## src/rtl/stack_alu_pkg.sv

```systemverilog
package stack_alu_pkg;

  typedef enum logic [2:0] {
    OP_NOP  = 3'b000,
    OP_PUSH = 3'b001,
    OP_POP  = 3'b010,
    OP_ADD  = 3'b011,
    OP_SUB  = 3'b100,
    OP_AND  = 3'b101,
    OP_OR   = 3'b110,
    OP_XOR  = 3'b111
  } stk_op_e;

  // Opcodes from add upward consume two entries and leave one
  function automatic logic is_binary(input logic [2:0] op);
    return op >= OP_ADD;
  endfunction

endpackage

```

## src/rtl/stack_ctrl.sv

```systemverilog
module stack_ctrl #(
  parameter int DEPTH = 8,
  localparam int CW = $clog2(DEPTH + 1)
) (
  input  logic          clk,
  input  logic          rst_n,
  input  logic [2:0]    op,
  output logic [CW-1:0] count,
  output logic          push_ok,
  output logic          push_rej,
  output logic          pop_ok,
  output logic          pop_rej,
  output logic          alu_ok,
  output logic          alu_rej,
  output logic          ovf_q,
  output logic          udf_q,
  output logic          popv_q
);
  import stack_alu_pkg::*;

  logic          full, empty, has_two;
  logic [CW-1:0] count_nxt;

  assign full    = (count == CW'(DEPTH));
  assign empty   = (count == '0);
  assign has_two = (count >= CW'(2));

  assign push_ok  = (op == OP_PUSH) && !full;
  assign push_rej = (op == OP_PUSH) &&  full;
  assign pop_ok   = (op == OP_POP)  && !empty;
  assign pop_rej  = (op == OP_POP)  &&  empty;
  assign alu_ok   = is_binary(op)   &&  has_two;
  assign alu_rej  = is_binary(op)   && !has_two;

  always_comb begin
    count_nxt = count;
    if (push_ok)               count_nxt = count + CW'(1);
    else if (pop_ok || alu_ok) count_nxt = count - CW'(1);
  end

  always_ff @(posedge clk or negedge rst_n) begin
    if (!rst_n) begin
      count  <= '0;
      ovf_q  <= 1'b0;
      udf_q  <= 1'b0;
      popv_q <= 1'b0;
    end else begin
      count  <= count_nxt;
      ovf_q  <= push_rej;
      udf_q  <= pop_rej | alu_rej;
      popv_q <= pop_ok;
    end
  end

endmodule

```

## src/rtl/stack_store.sv

```systemverilog
module stack_store #(
  parameter int DEPTH = 8,
  parameter int WIDTH = 32,
  localparam int AW = (DEPTH > 1) ? $clog2(DEPTH) : 1
) (
  input  logic             clk,
  input  logic             rst_n,
  input  logic             we,
  input  logic [AW-1:0]    waddr,
  input  logic [WIDTH-1:0] wdata,
  input  logic [AW-1:0]    top_addr,
  input  logic [AW-1:0]    below_addr,
  output logic [WIDTH-1:0] top_data,
  output logic [WIDTH-1:0] below_data
);

  logic [WIDTH-1:0] ent [DEPTH];

  for (genvar g = 0; g < DEPTH; g++) begin : g_ent
    always_ff @(posedge clk or negedge rst_n) begin
      if (!rst_n)                           ent[g] <= '0;
      else if (we && waddr == AW'(g))       ent[g] <= wdata;
    end
  end

  assign top_data   = ent[top_addr];
  assign below_data = ent[below_addr];

endmodule

```

## src/rtl/alu_core.sv

```systemverilog
module alu_core #(
  parameter int WIDTH = 32
) (
  input  logic [2:0]       op,
  input  logic [WIDTH-1:0] lower,
  input  logic [WIDTH-1:0] upper,
  output logic [WIDTH-1:0] result
);
  import stack_alu_pkg::*;

  // Lower entry is the left-hand operand: it was pushed first
  function automatic logic [WIDTH-1:0] combine(input logic [2:0] code,
                                               input logic [WIDTH-1:0] a,
                                               input logic [WIDTH-1:0] b);
    case (code)
      OP_ADD:  return a + b;
      OP_SUB:  return a - b;
      OP_AND:  return a & b;
      OP_OR:   return a | b;
      OP_XOR:  return a ^ b;
      default: return a;
    endcase
  endfunction

  assign result = combine(op, lower, upper);

endmodule

```

## src/rtl/stack_alu_unit.sv

```systemverilog
module stack_alu_unit #(
  parameter int DEPTH = 8,
  parameter int WIDTH = 32,
  localparam int CW = $clog2(DEPTH + 1),
  localparam int AW = (DEPTH > 1) ? $clog2(DEPTH) : 1
) (
  input  logic             clk,
  input  logic             rst_n,
  input  logic [2:0]       op_i,
  input  logic [WIDTH-1:0] push_data_i,
  output logic [WIDTH-1:0] pop_data_o,
  output logic             pop_valid_o,
  output logic             overflow_o,
  output logic             underflow_o,
  output logic [CW-1:0]    depth_o
);

  // Named events, visible to the bound checker
  logic          push_ok, push_rej, pop_ok, pop_rej, alu_ok, alu_rej;
  logic [CW-1:0] count;
  logic [AW-1:0] top_idx, below_idx, wr_idx;
  logic [WIDTH-1:0] top_val, below_val, alu_val, wr_val;
  logic          wr_en;

  stack_ctrl #(.DEPTH(DEPTH)) u_ctrl (
    .clk(clk), .rst_n(rst_n), .op(op_i), .count(count),
    .push_ok(push_ok), .push_rej(push_rej), .pop_ok(pop_ok), .pop_rej(pop_rej),
    .alu_ok(alu_ok), .alu_rej(alu_rej),
    .ovf_q(overflow_o), .udf_q(underflow_o), .popv_q(pop_valid_o)
  );

  assign top_idx   = AW'(count - CW'(1));
  assign below_idx = AW'(count - CW'(2));

  assign wr_en  = push_ok | alu_ok;
  assign wr_idx = push_ok ? AW'(count) : below_idx;
  assign wr_val = push_ok ? push_data_i : alu_val;

  stack_store #(.DEPTH(DEPTH), .WIDTH(WIDTH)) u_store (
    .clk(clk), .rst_n(rst_n), .we(wr_en), .waddr(wr_idx), .wdata(wr_val),
    .top_addr(top_idx), .below_addr(below_idx),
    .top_data(top_val), .below_data(below_val)
  );

  alu_core #(.WIDTH(WIDTH)) u_alu (
    .op(op_i), .lower(below_val), .upper(top_val), .result(alu_val)
  );

  always_ff @(posedge clk or negedge rst_n) begin
    if (!rst_n)      pop_data_o <= '0;
    else if (pop_ok) pop_data_o <= top_val;
  end

  assign depth_o = count;

endmodule

```

## config.mk

```make
export PLATFORM = sky130hd
export DESIGN_NAME = stack_alu_unit
export DESIGN_NICKNAME = d
export VERILOG_FILES = /design/src/rtl/stack_alu_pkg.sv /design/src/rtl/stack_ctrl.sv /design/src/rtl/stack_store.sv /design/src/rtl/alu_core.sv /design/src/rtl/stack_alu_unit.sv
export SDC_FILE = /design/constraint.sdc
export NUM_CORES = 1
export LEC_CHECK = 0
export BUFFER_PORTS_ARGS = -buffer_cell sky130_fd_sc_hd__buf_2
export CAP_MARGIN = 30
export CORE_MARGIN = 2
export CORE_UTILIZATION = 30
export DETAILED_ROUTE_END_ITERATION = 7
export HOLD_SLACK_MARGIN = 0.02
export MAX_ROUTING_LAYER = met4
export SYNTH_ARGS = -nofsm -noshare
export SYNTH_HDL_FRONTEND = slang
export SYNTH_SLANG_ARGS = --single-unit
```

## constraint.sdc

```tcl
create_clock -name clk -period 6.5 [get_ports clk]
set_input_delay 1.95 -clock clk [delete_from_list [all_inputs] [get_ports clk]]
set_output_delay 1.95 -clock clk [all_outputs]
set_load 0.01 [all_outputs]
```

# Yosys cells after proc, flatten, opt, wreduce, memory -nomap -nowiden

Cells that the tools add are included.
W data, S select, Z words.

Add/subtract/negate cells: 5
Magnitude comparators: 4
Eq/ne operators: 15
Mux-type cells: 11
Bitwise logic cells: 7
Reductions and logical operators: 21

Operators by type and width:

| kind                  | count |
|---|---|
| $bmux W32 S3          | 2 |
| $mux W32              | 5 |
| $pmux W32 S5          | 1 |
| $add A32 B32 Y32      | 1 |
| $and A32 B32 Y32      | 1 |
| $or A32 B32 Y32       | 1 |
| $sub A32 B32 Y32      | 1 |
| $xor A32 B32 Y32      | 1 |
| $eq A3 B3 Y1 const B  | 8 |
| $logic_and A1 B1 Y1   | 14 |
| $eq A3 B2 Y1 const B  | 4 |
| $ge A4 B4 Y1 const B  | 2 |
| $mux W4               | 2 |
| $not A3 Y4            | 2 |
| $eq A3 B1 Y1 const B  | 2 |
| $add A4 B1 Y4 const B | 1 |
| $eq A4 B4 Y1 const B  | 1 |
| $ge A4 B2 Y1 const B  | 1 |
| $logic_not A4 Y1      | 1 |
| $sub A4 B1 Y4 const B | 1 |
| $ge A3 B2 Y1 const B  | 1 |
| $logic_not A1 Y1      | 3 |
| $logic_not A3 Y1      | 1 |
| $mux W3               | 1 |
| other kinds (4)       | 5 |

Register bits after elaboration: 295
Bits of input ports: 37
Output and inout bits: 39
Word-level logic and storage cells: 76

# Logic depth before layout (Yosys ltp)

Gate-level depths: netlist of the first run.

Depth in word-level cells: 8
Gate-level depth with buffers: 32
Depth with buffers taken out: 22

# Cells and area by module

A second synthesis of the first run with hierarchy kept.

Cells, all modules: 1681
Area total of the unflattened synthesis: 21007.6 um^2

Modules (own cells, without submodules):

| module         | times used | cells an instance | area an instance (um^2) | sequential area each (um^2) |
|---|---|---|---|---|
| stack_store    | 1          | 779               | 13716.9                 | 6406.1 |
| alu_core       | 1          | 749               | 4927.2                  | 0.0 |
| stack_alu_unit | 1          | 114               | 1923.1                  | 800.8 |
| stack_ctrl     | 1          | 39                | 440.4                   | 175.2 |

# Least setup slack after synthesis of the first run

No wires, ideal clock.

Path type: reg2reg
Start: reg u_ctrl.count[0]
End: reg u_store.ent[122] (netlist name)
Library setup time: 152 ps
Data arrival time: 6804 ps
Data required time: 6348 ps
Path slack: -456 ps
Stages on the path, launching flop included: 31
Buffers on the path: 10
Clock period less this slack: 6956 ps
Cells stage by stage: dfrtp_1 > buf_6 > buf_8 > buf_4 > buf_4 > buf_4 > inv_1 > clkbuf_1 > ha_1 > buf_2 > clkbuf_1 > buf_1 > clkbuf_1 > mux4_2 > mux2i_1 > and4_1 > nand2_1 > nor3_1 > nor2_1 > xnor2_1 > ha_1 > a21o_1 > a21o_1 > a21o_1 > a21oi_1 > and2_1 > o22ai_1 > a21bo_2 > xor2_1 > a221oi_1 > a21oi_1

Word-level cells in the longest chain between the ends: 8
Elaborated cells on any way between the ends: 26
Those cells by class: add/sub (4); order compare (1); eq/ne (2); mux (9); bitwise (6); reduce/logical (4)

Ends and longest elaborated chain:

| what                                                  | RTL line                             | RTL |
|---|---|---|
| start: declaration                                    | stack_ctrl.sv:8                      | `output logic [CW-1:0] count,` |
| start signal: assignment                              | stack_ctrl.sv:48                     | `count <= count_nxt;` |
| $sub A4 B1 Y4 / $sub A3 B2 Y3 (equally long branches) | -                                    |  |
| $not A3 Y4 (on tied branches)                         | stack_store.sv:26, stack_store.sv:27 |  |
| $bmux W32 S3 (on tied branches)                       | stack_store.sv:26, stack_store.sv:27 |  |
| $mux W32 (on tied branches) (2 in series)             | stack_store.sv:26, stack_store.sv:27 |  |
| $sub A32 B32 Y32 (tied with other cells)              | alu_core.sv:17                       | `OP_SUB: return a - b;` |
| $pmux W32 S5                                          | alu_core.sv:15                       | `case (code)` |
| $mux W32                                              | stack_alu_unit.sv:37                 | `assign wr_val = push_ok ? push_data_i : alu_val;` |
| end signal: indexed assignment                        | stack_store.sv:22                    | `else if (we && waddr == AW'(g)) ent[g] <= wdata;` |
| end: declaration                                      | stack_store.sv:17                    | `logic [WIDTH-1:0] ent [DEPTH];` |

Several ways; a longest one is shown, not always the timed one. The select of a mux whose other input is x is not followed.
A chain may end at the register's enable or synchronous reset.

# Worst setup path after layout of the first run

Start: reg u_ctrl.count[0]
End: reg u_store.ent[31] (netlist name)

Same word-level chain as after synthesis.

==> flow_summary_export.csv, run 1 <==
group,metric,value,unit
logic_synthesis,syn_nets,2101,
final_layout,fill_cells,6333,
timing,finalClockSkew,23.3,ps
grt,grt_overflow,0,
logic_synthesis,synth_warnings,0,
timing,tightest_slew,1020,ps
floorplan,std_cell_rows,92,
grt,track_usage,0.193,
setup_path,worst_setup_path_start_kind,"flip-flop",
status,status,"finished, final reports clean",
job,max_cap_violations,0,
floorplan,start_util,0.304,
logic_synthesis,synth_edf_count,0,
logic_synthesis,synth_cell_types,69,
logic_synthesis,syn_area,19200,um2
min_path,hold_end,"u_store.ent[115]",
final_layout,final_cell_mix,"nand2_1 (328), dfrtp_1 (293), o21ai_0 (228), a21oi_1 (154), nor2_1 (143)",
drt,drt_iter0_drc,1461,
clocking,root_buffer,"clkbuf_16",
logic_synthesis,synth_top_area_cell,"dfrtp_1",
final_layout,drive_gt1_frac,0.202,
setup_path,reg2reg_to,"u_store.ent[31]",
drt,ant_nets,0,
clocking,clkTransAtPathRegs,70,ps
setup_path,rrSetupSlack,360,ps
drt,vias_per_cell,5.46,
clocking,cts_tree,"built",
timing,setup_viol,0,
logic_synthesis,ys_ff_latch,295,
placement,port_buffers,75,
drt,dr.pass1.iters,5,
min_path,hold_path_depth,2,
setup_path,path_max_fanout,62,
drt,vias,15800,
setup_path,critPathMaxStageDelay,630,ps
timing,fin_crit,6140,ps
timing,fin_crit_sh,0.945,
timing,rsz0062_at_grt,"false",
timing,fmax,0.163,GHz
clocking,cts-hold-fix-buffers,0,
grt,grt_first_pass_wirelength,96000,um
clocking,ctsHtreeMaxLevel,1,
clocking,cts.sink_count,295,
drt,drc,0,
grt,grt_antenna_before_repair,2,
setup_path,reg2regPathDepth,18,
drt,drt-wirelength-per-cell,21.7,um
timing,tns,0,ps
min_path,hp-start,"u_store.ent[115]",
min_path,hold_class,"reg2reg",
setup_path,worst-endpoint-required,6950,ps
floorplan,die_w,257,um
placement,hpwlAfterDp,44400,um
clocking,cts_setup_buffers,0,
logic_synthesis,synth_cells,1961,
grt,grt_pass1_vias,15700,
timing,finalHoldViolCount,0,
final_layout,regArea,7390,um2
setup_path,crit_type,"reg2reg",
logic_synthesis,syn_area_per_cell,9.79,um2
logic_synthesis,ys_seq_area_frac,0.385,
setup_path,cp.arrival,6590,ps
drt,wl,62800,um
setup_path,worstSetupEndpointType,"flip-flop",
final_layout,area_delta_synth_final,15.2,%
logic_synthesis,async_flop_share,1.00,
logic_synthesis,synth_flop_cell,"dfrtp_1",
floorplan,die-height,257,um
clocking,clock_latency,590,ps
final_layout,diodes,0,
final_layout,layout.nets,2173,
logic_synthesis,synth_top_cell_area_share,0.385,
setup_path,cp_cell_sequence,"buf_12 > mux4_1 > mux2i_1 > nand3_1 > or3b_1 > or4_4 > or2_4 > o21ai_0 > xnor2_1 > ha_1 > and2_1 > and3_1 > a221oi_1 > o31ai_1 > xnor2_1 > a221o_1 > a21oi_2 > o21ai_0",
clocking,cts_buffers,31,
floorplan,core-area,63200,um2
final_layout,multiInputGateArea,11100,um2
timing,slew_headroom,0.311,
clocking,clock_path_buffers,3,
grt,grt_max_degree,107,
floorplan,die_area,66000,um2
setup_path,crit_path_top_delay_cell,"mux4_1",
timing,drv_slew,0,
final_layout,final_common_cell,"nand2_1",
logic_synthesis,synthTopCellsByArea,"dfrtp_1 (38%), mux4_2 (14%), ha_1 (6.6%)",
placement,gp_congestion,0.984,
floorplan,num_io_pins,76,
clocking,cts_resized,0,
setup_path,r2r-start,"u_ctrl.count[0]",
## layer usage
layer	track usage	vias to the layer above	wire length, um
met5	-	-	0
met4	0.0480	0	1350
met3	0.0233	84	4290
met2	0.317	559	30400
met1	0.253	7975	26800
li1	-	7214	-
## stage by stage
step	utilization	hold WS [ps]	cells	setup slack, ps	instance area (um2)
global route	0.350	519	2902	56.7	22100
detailed placement	0.333	487	2846	324	21100
global placement	0.333	470	2846	377	21100
finish	0.350	498	2902	361	22100
CTS	0.350	501	2902	466	22100
floorplan	-	457	1961	22.0	19200
## critical path, delay by kind of cell (launching register included)
| family | cells | cell delay (ps) |
|---|---|---|
| buf+inv | 1 | 370 |
| flops | 1 | 450 |
| simple gates | 6 | 1950 |
| compound gates | 6 | 1400 |
| mux | 2 | 1040 |
| fa+ha+maj | 1 | 400 |
| xor+xnor | 2 | 270 |
## layout make-up
type | count | area share
Multi-Input combinational cell | 1451 | 0.501
Timing Repair Buffer | 174 | 0.0555
Clock buffer | 42 | 0.0396
Tap cell | 846 | 0.0478
Inverter | 80 | 0.0136
Sequential cell | 295 | 0.334
Clock inverter | 14 | 0.00848
## Yosys cell counts (3+ instances only)
master     instances
nor3b_1            5
o21bai_1           3
a21o_1            11
nor2b_1            3
mux2_2            37
o211ai_1           6
o31ai_1            7
a211oi_1          17
mux4_1            12
nor4_1             5
inv_1             80
nor2_1           143
o21ai_0          229
mux2i_1           46
o21ai_1            4
buf_2             10
a221oi_1          19
a21oi_1          156
nor3_1            18
nand2_1          329
buf_1             12
and2_1             8
and3_1             7
mux4_2           116
dfrtp_1          295
xnor2_1           45
a221o_1            5
nand3_1           19
ha_1             102
clkbuf_1         103
nand2b_1           7
buf_4              7
xor2_1            18
a2111oi_0          3
a22oi_1            3
nand4_1            5
a222oi_1          13
a31oi_1           10
o21a_1             4
## how the worst max path moves through the flow
stage | start | endpoint | slack (ps) | cells after the start
2_1_floorplan | u_ctrl.count[0] | u_store.ent[63] | 20 | 29
3_3_place_gp | op_i[2] | u_store.ent[223] | 380 | 16
3_5_place_dp | op_i[2] | u_store.ent[19] | 320 | 17
4_1_cts | u_ctrl.count[1] | u_store.ent[19] | 470 | 17
5_1_grt | u_ctrl.count[0] | u_store.ent[27] | 60 | 21
6_report | u_ctrl.count[0] | u_store.ent[31] | 360 | 18
## sequential cells by signal, indices dropped and copies added (netlist names)
signal and flops:
u_ctrl.ovf_q 1, pop_data_o 32, u_ctrl.popv_q 1, u_store.ent 256
u_ctrl.count 4, u_ctrl.udf_q 1
## kinds of logic (layout without fill, tap and decap cells)
logic type,after synthesis,count (layout),synth area share
adders and majority gates,103,103,0.0675
muxes,211,211,0.198
DFF,295,295,0.385
AOI/OAI and AO/OA,512,512,0.154
and+or+nand+nor,561,561,0.120
xor gates and xnor gates,64,64,0.0296
buffers and inverters,215,310,0.0454
Power of run 1 is not shown: default switching activity piles up to over one toggle a cycle in this logic, so the estimate is an artifact.
==> run 2: changes to the inputs <==
Settings changed: GPL_TIMING_DRIVEN set to 0.
==> run 2 against run 1 <==
Net effect: routed wire length is 23% higher; sequential share of layout area down 2.2 points; first-iteration DRC count is 35% higher; core utilization rose by 2.4 points; critical path depth rose by 9; fmax down 4.3%; die area unchanged; flip-flop and latch count is the same.
==> flow_summary_export.csv, run 2 (synthesis results as in run 1) <==
group,metric,value,unit
timing,tightest_slew,1110,ps
floorplan,die_w,257,um
setup_path,crit_type,"reg2reg",
clocking,cts_tree,"built",
final_layout,layout.nets,2274,
setup_path,critPathMaxStageDelay,590,ps
final_layout,top_register,"u_store.ent",
clocking,clkTransAtPathRegs,60,ps
setup_path,cp_common_cell,"buf_12",
timing,slew_headroom,0.258,
clocking,clock_path_buffers,3,
clocking,cts.sink_count,295,
final_layout,final_common_cell,"nand2_1",
timing,finalHoldViolCount,0,
min_path,hold_class,"reg2reg",
clocking,cts-hold-fix-buffers,0,
status,status,"finished, final reports clean",
drt,vias,17200,
floorplan,start_util,0.304,
setup_path,cp_top_family,"simple AND/OR/NAND/NOR gates",
timing,fmax,0.156,GHz
setup_path,critical_path_buf_inv_count,10,
drt,drc,0,
grt,track_usage,0.238,
placement,dp_slack,-3550,ps
clocking,clock_latency,570,ps
grt,grt_overflow,0,
drt,drt_iter0_drc,1967,
drt,drt-wirelength-per-cell,25.8,um
timing,fin_crit_sh,0.987,
clocking,ctsHtreeMaxLevel,2,
grt,grt_pass1_vias,16900,
floorplan,core-area,63200,um2
drt,ant_nets,0,
final_layout,biggestRegsByFlops,"u_store.ent x256, pop_data_o x32, u_ctrl.count x4",
final_layout,area_delta_synth_final,23.2,%
clocking,root_buffer,"clkbuf_16",
drt,dr.pass1.iters,5,
setup_path,worst_setup_path_start_kind,"flip-flop",
setup_path,crit_path_top_delay_cell,"or4_4",
timing,drv_slew,0,
final_layout,final_cell_mix,"nand2_1 (327), dfrtp_1 (293), o21ai_0 (220), nor2_1 (141), a21oi_1 (140)",
setup_path,path_max_fanout,10,
timing,finalClockSkew,17.8,ps
grt,grt_max_degree,107,
setup_path,cp.arrival,6860,ps
timing,rsz0062_at_grt,"false",
floorplan,std_cell_rows,92,
clocking,cts_buffers,35,
floorplan,die_area,66000,um2
job,max_cap_violations,0,
timing,worst_slack,85.6,ps
final_layout,largest_reg_flops,256,
placement,hpwlAfterDp,56500,um
floorplan,die-height,257,um
grt,grt_antenna_before_repair,1,
placement,port_buffers,73,
drt,vias_per_cell,5.73,
timing,fin_crit,6410,ps
timing,setup_viol,0,
drt,wl,77500,um
final_layout,drive_gt1_frac,0.236,
floorplan,num_io_pins,76,
setup_path,worstSetupEndpointType,"flip-flop",
setup_path,worst-endpoint-required,6940,ps
final_layout,fill_cells,6265,
placement,gp_congestion,0.984,
grt,grt_first_pass_wirelength,113000,um
==> run 2: changes by cell type in the layout (fill, tap and decap cells not counted), moves of 11 or more <==
cell,previous run,this run
clkbuf_1,5,88
buf_4,91,58
mux2i_4,0,26
mux2i_1,44,19
a21oi_1,154,140
a21oi_2,2,13
==> run 2: metal layers <==
layer | track usage | up-vias | wire, um
li1 | - | 7427 | -
met1 | 0.298 | 8740 | 31000
met2 | 0.377 | 895 | 36700
met3 | 0.0493 | 157 | 6570
met4 | 0.0937 | 0 | 3160
met5 | - | - | 0
==> run 2: through the flow <==
stage | cell area (um2) | hold slack [ps] | cells | utilization | setup TNS [ps]
4_1_cts | 23300 | 500 | 2992 | 0.368 | 0
2_1_floorplan | 19200 | 457 | 1961 | - | 0
3_5_place_dp | 20800 | 487 | 2894 | 0.330 | -672660
5_1_grt | 23600 | 516 | 3006 | 0.374 | 0
6_report | 23600 | 497 | 3006 | 0.374 | 0
3_3_place_gp | 20700 | 473 | 2880 | 0.327 | -1256950
==> run 2: worst register-to-register path, delay by kind of cell, from the launching register on <==
family                   cells  cell delay (ps)
flip-flops                   1              440
adder cells (fa/ha/maj)      2              790
buffers and inverters       10             1370
XOR/XNOR                     2              250
AO/OA/AOI/OAI                5              920
multiplexers                 3              900
AND/OR/NAND/NOR              5             1620
==> run 2: layout make-up <==
cell class | instances | area [um2] | share of cell area
plain buffers | 126 | 779 | 0.0330
flip-flops and latches | 295 | 7380 | 0.312
repair buffers | 145 | 1060 | 0.0449
multi-input cells | 1451 | 11800 | 0.500
clock buffers | 46 | 1010 | 0.0426
diodes | 1 | 2.50 | 0.000106
clock inverters | 16 | 225 | 0.00952
inverters | 80 | 300 | 0.0127
well taps | 846 | 1060 | 0.0448
==> run 2: path summary, 6_finish.rpt <==
path                                  start               end  slack (ps)  depth (start not counted)
max in group asynchronous             rst_n    pop_data_o[29]        3610                          3
setup / recovery            u_ctrl.count[0]   u_store.ent[59]          90                         27
min in group asynchronous             rst_n   u_store.ent[17]        1400                          1
hold reg to reg            u_store.ent[117]  u_store.ent[117]         500                          2
setup reg to reg            u_ctrl.count[0]   u_store.ent[59]          90                         27
hold / removal             u_store.ent[117]  u_store.ent[117]         500                          2
==> run 2: what timing repair did <==
item                                    4_1_cts  5_1_grt
pin swaps                                    18       21
buffers inserted                             43       12
resized for setup                           178       53
gates cloned                                  0        1
endpoints found under the setup margin      262      183
Power of run 2 is left out for the same reason.
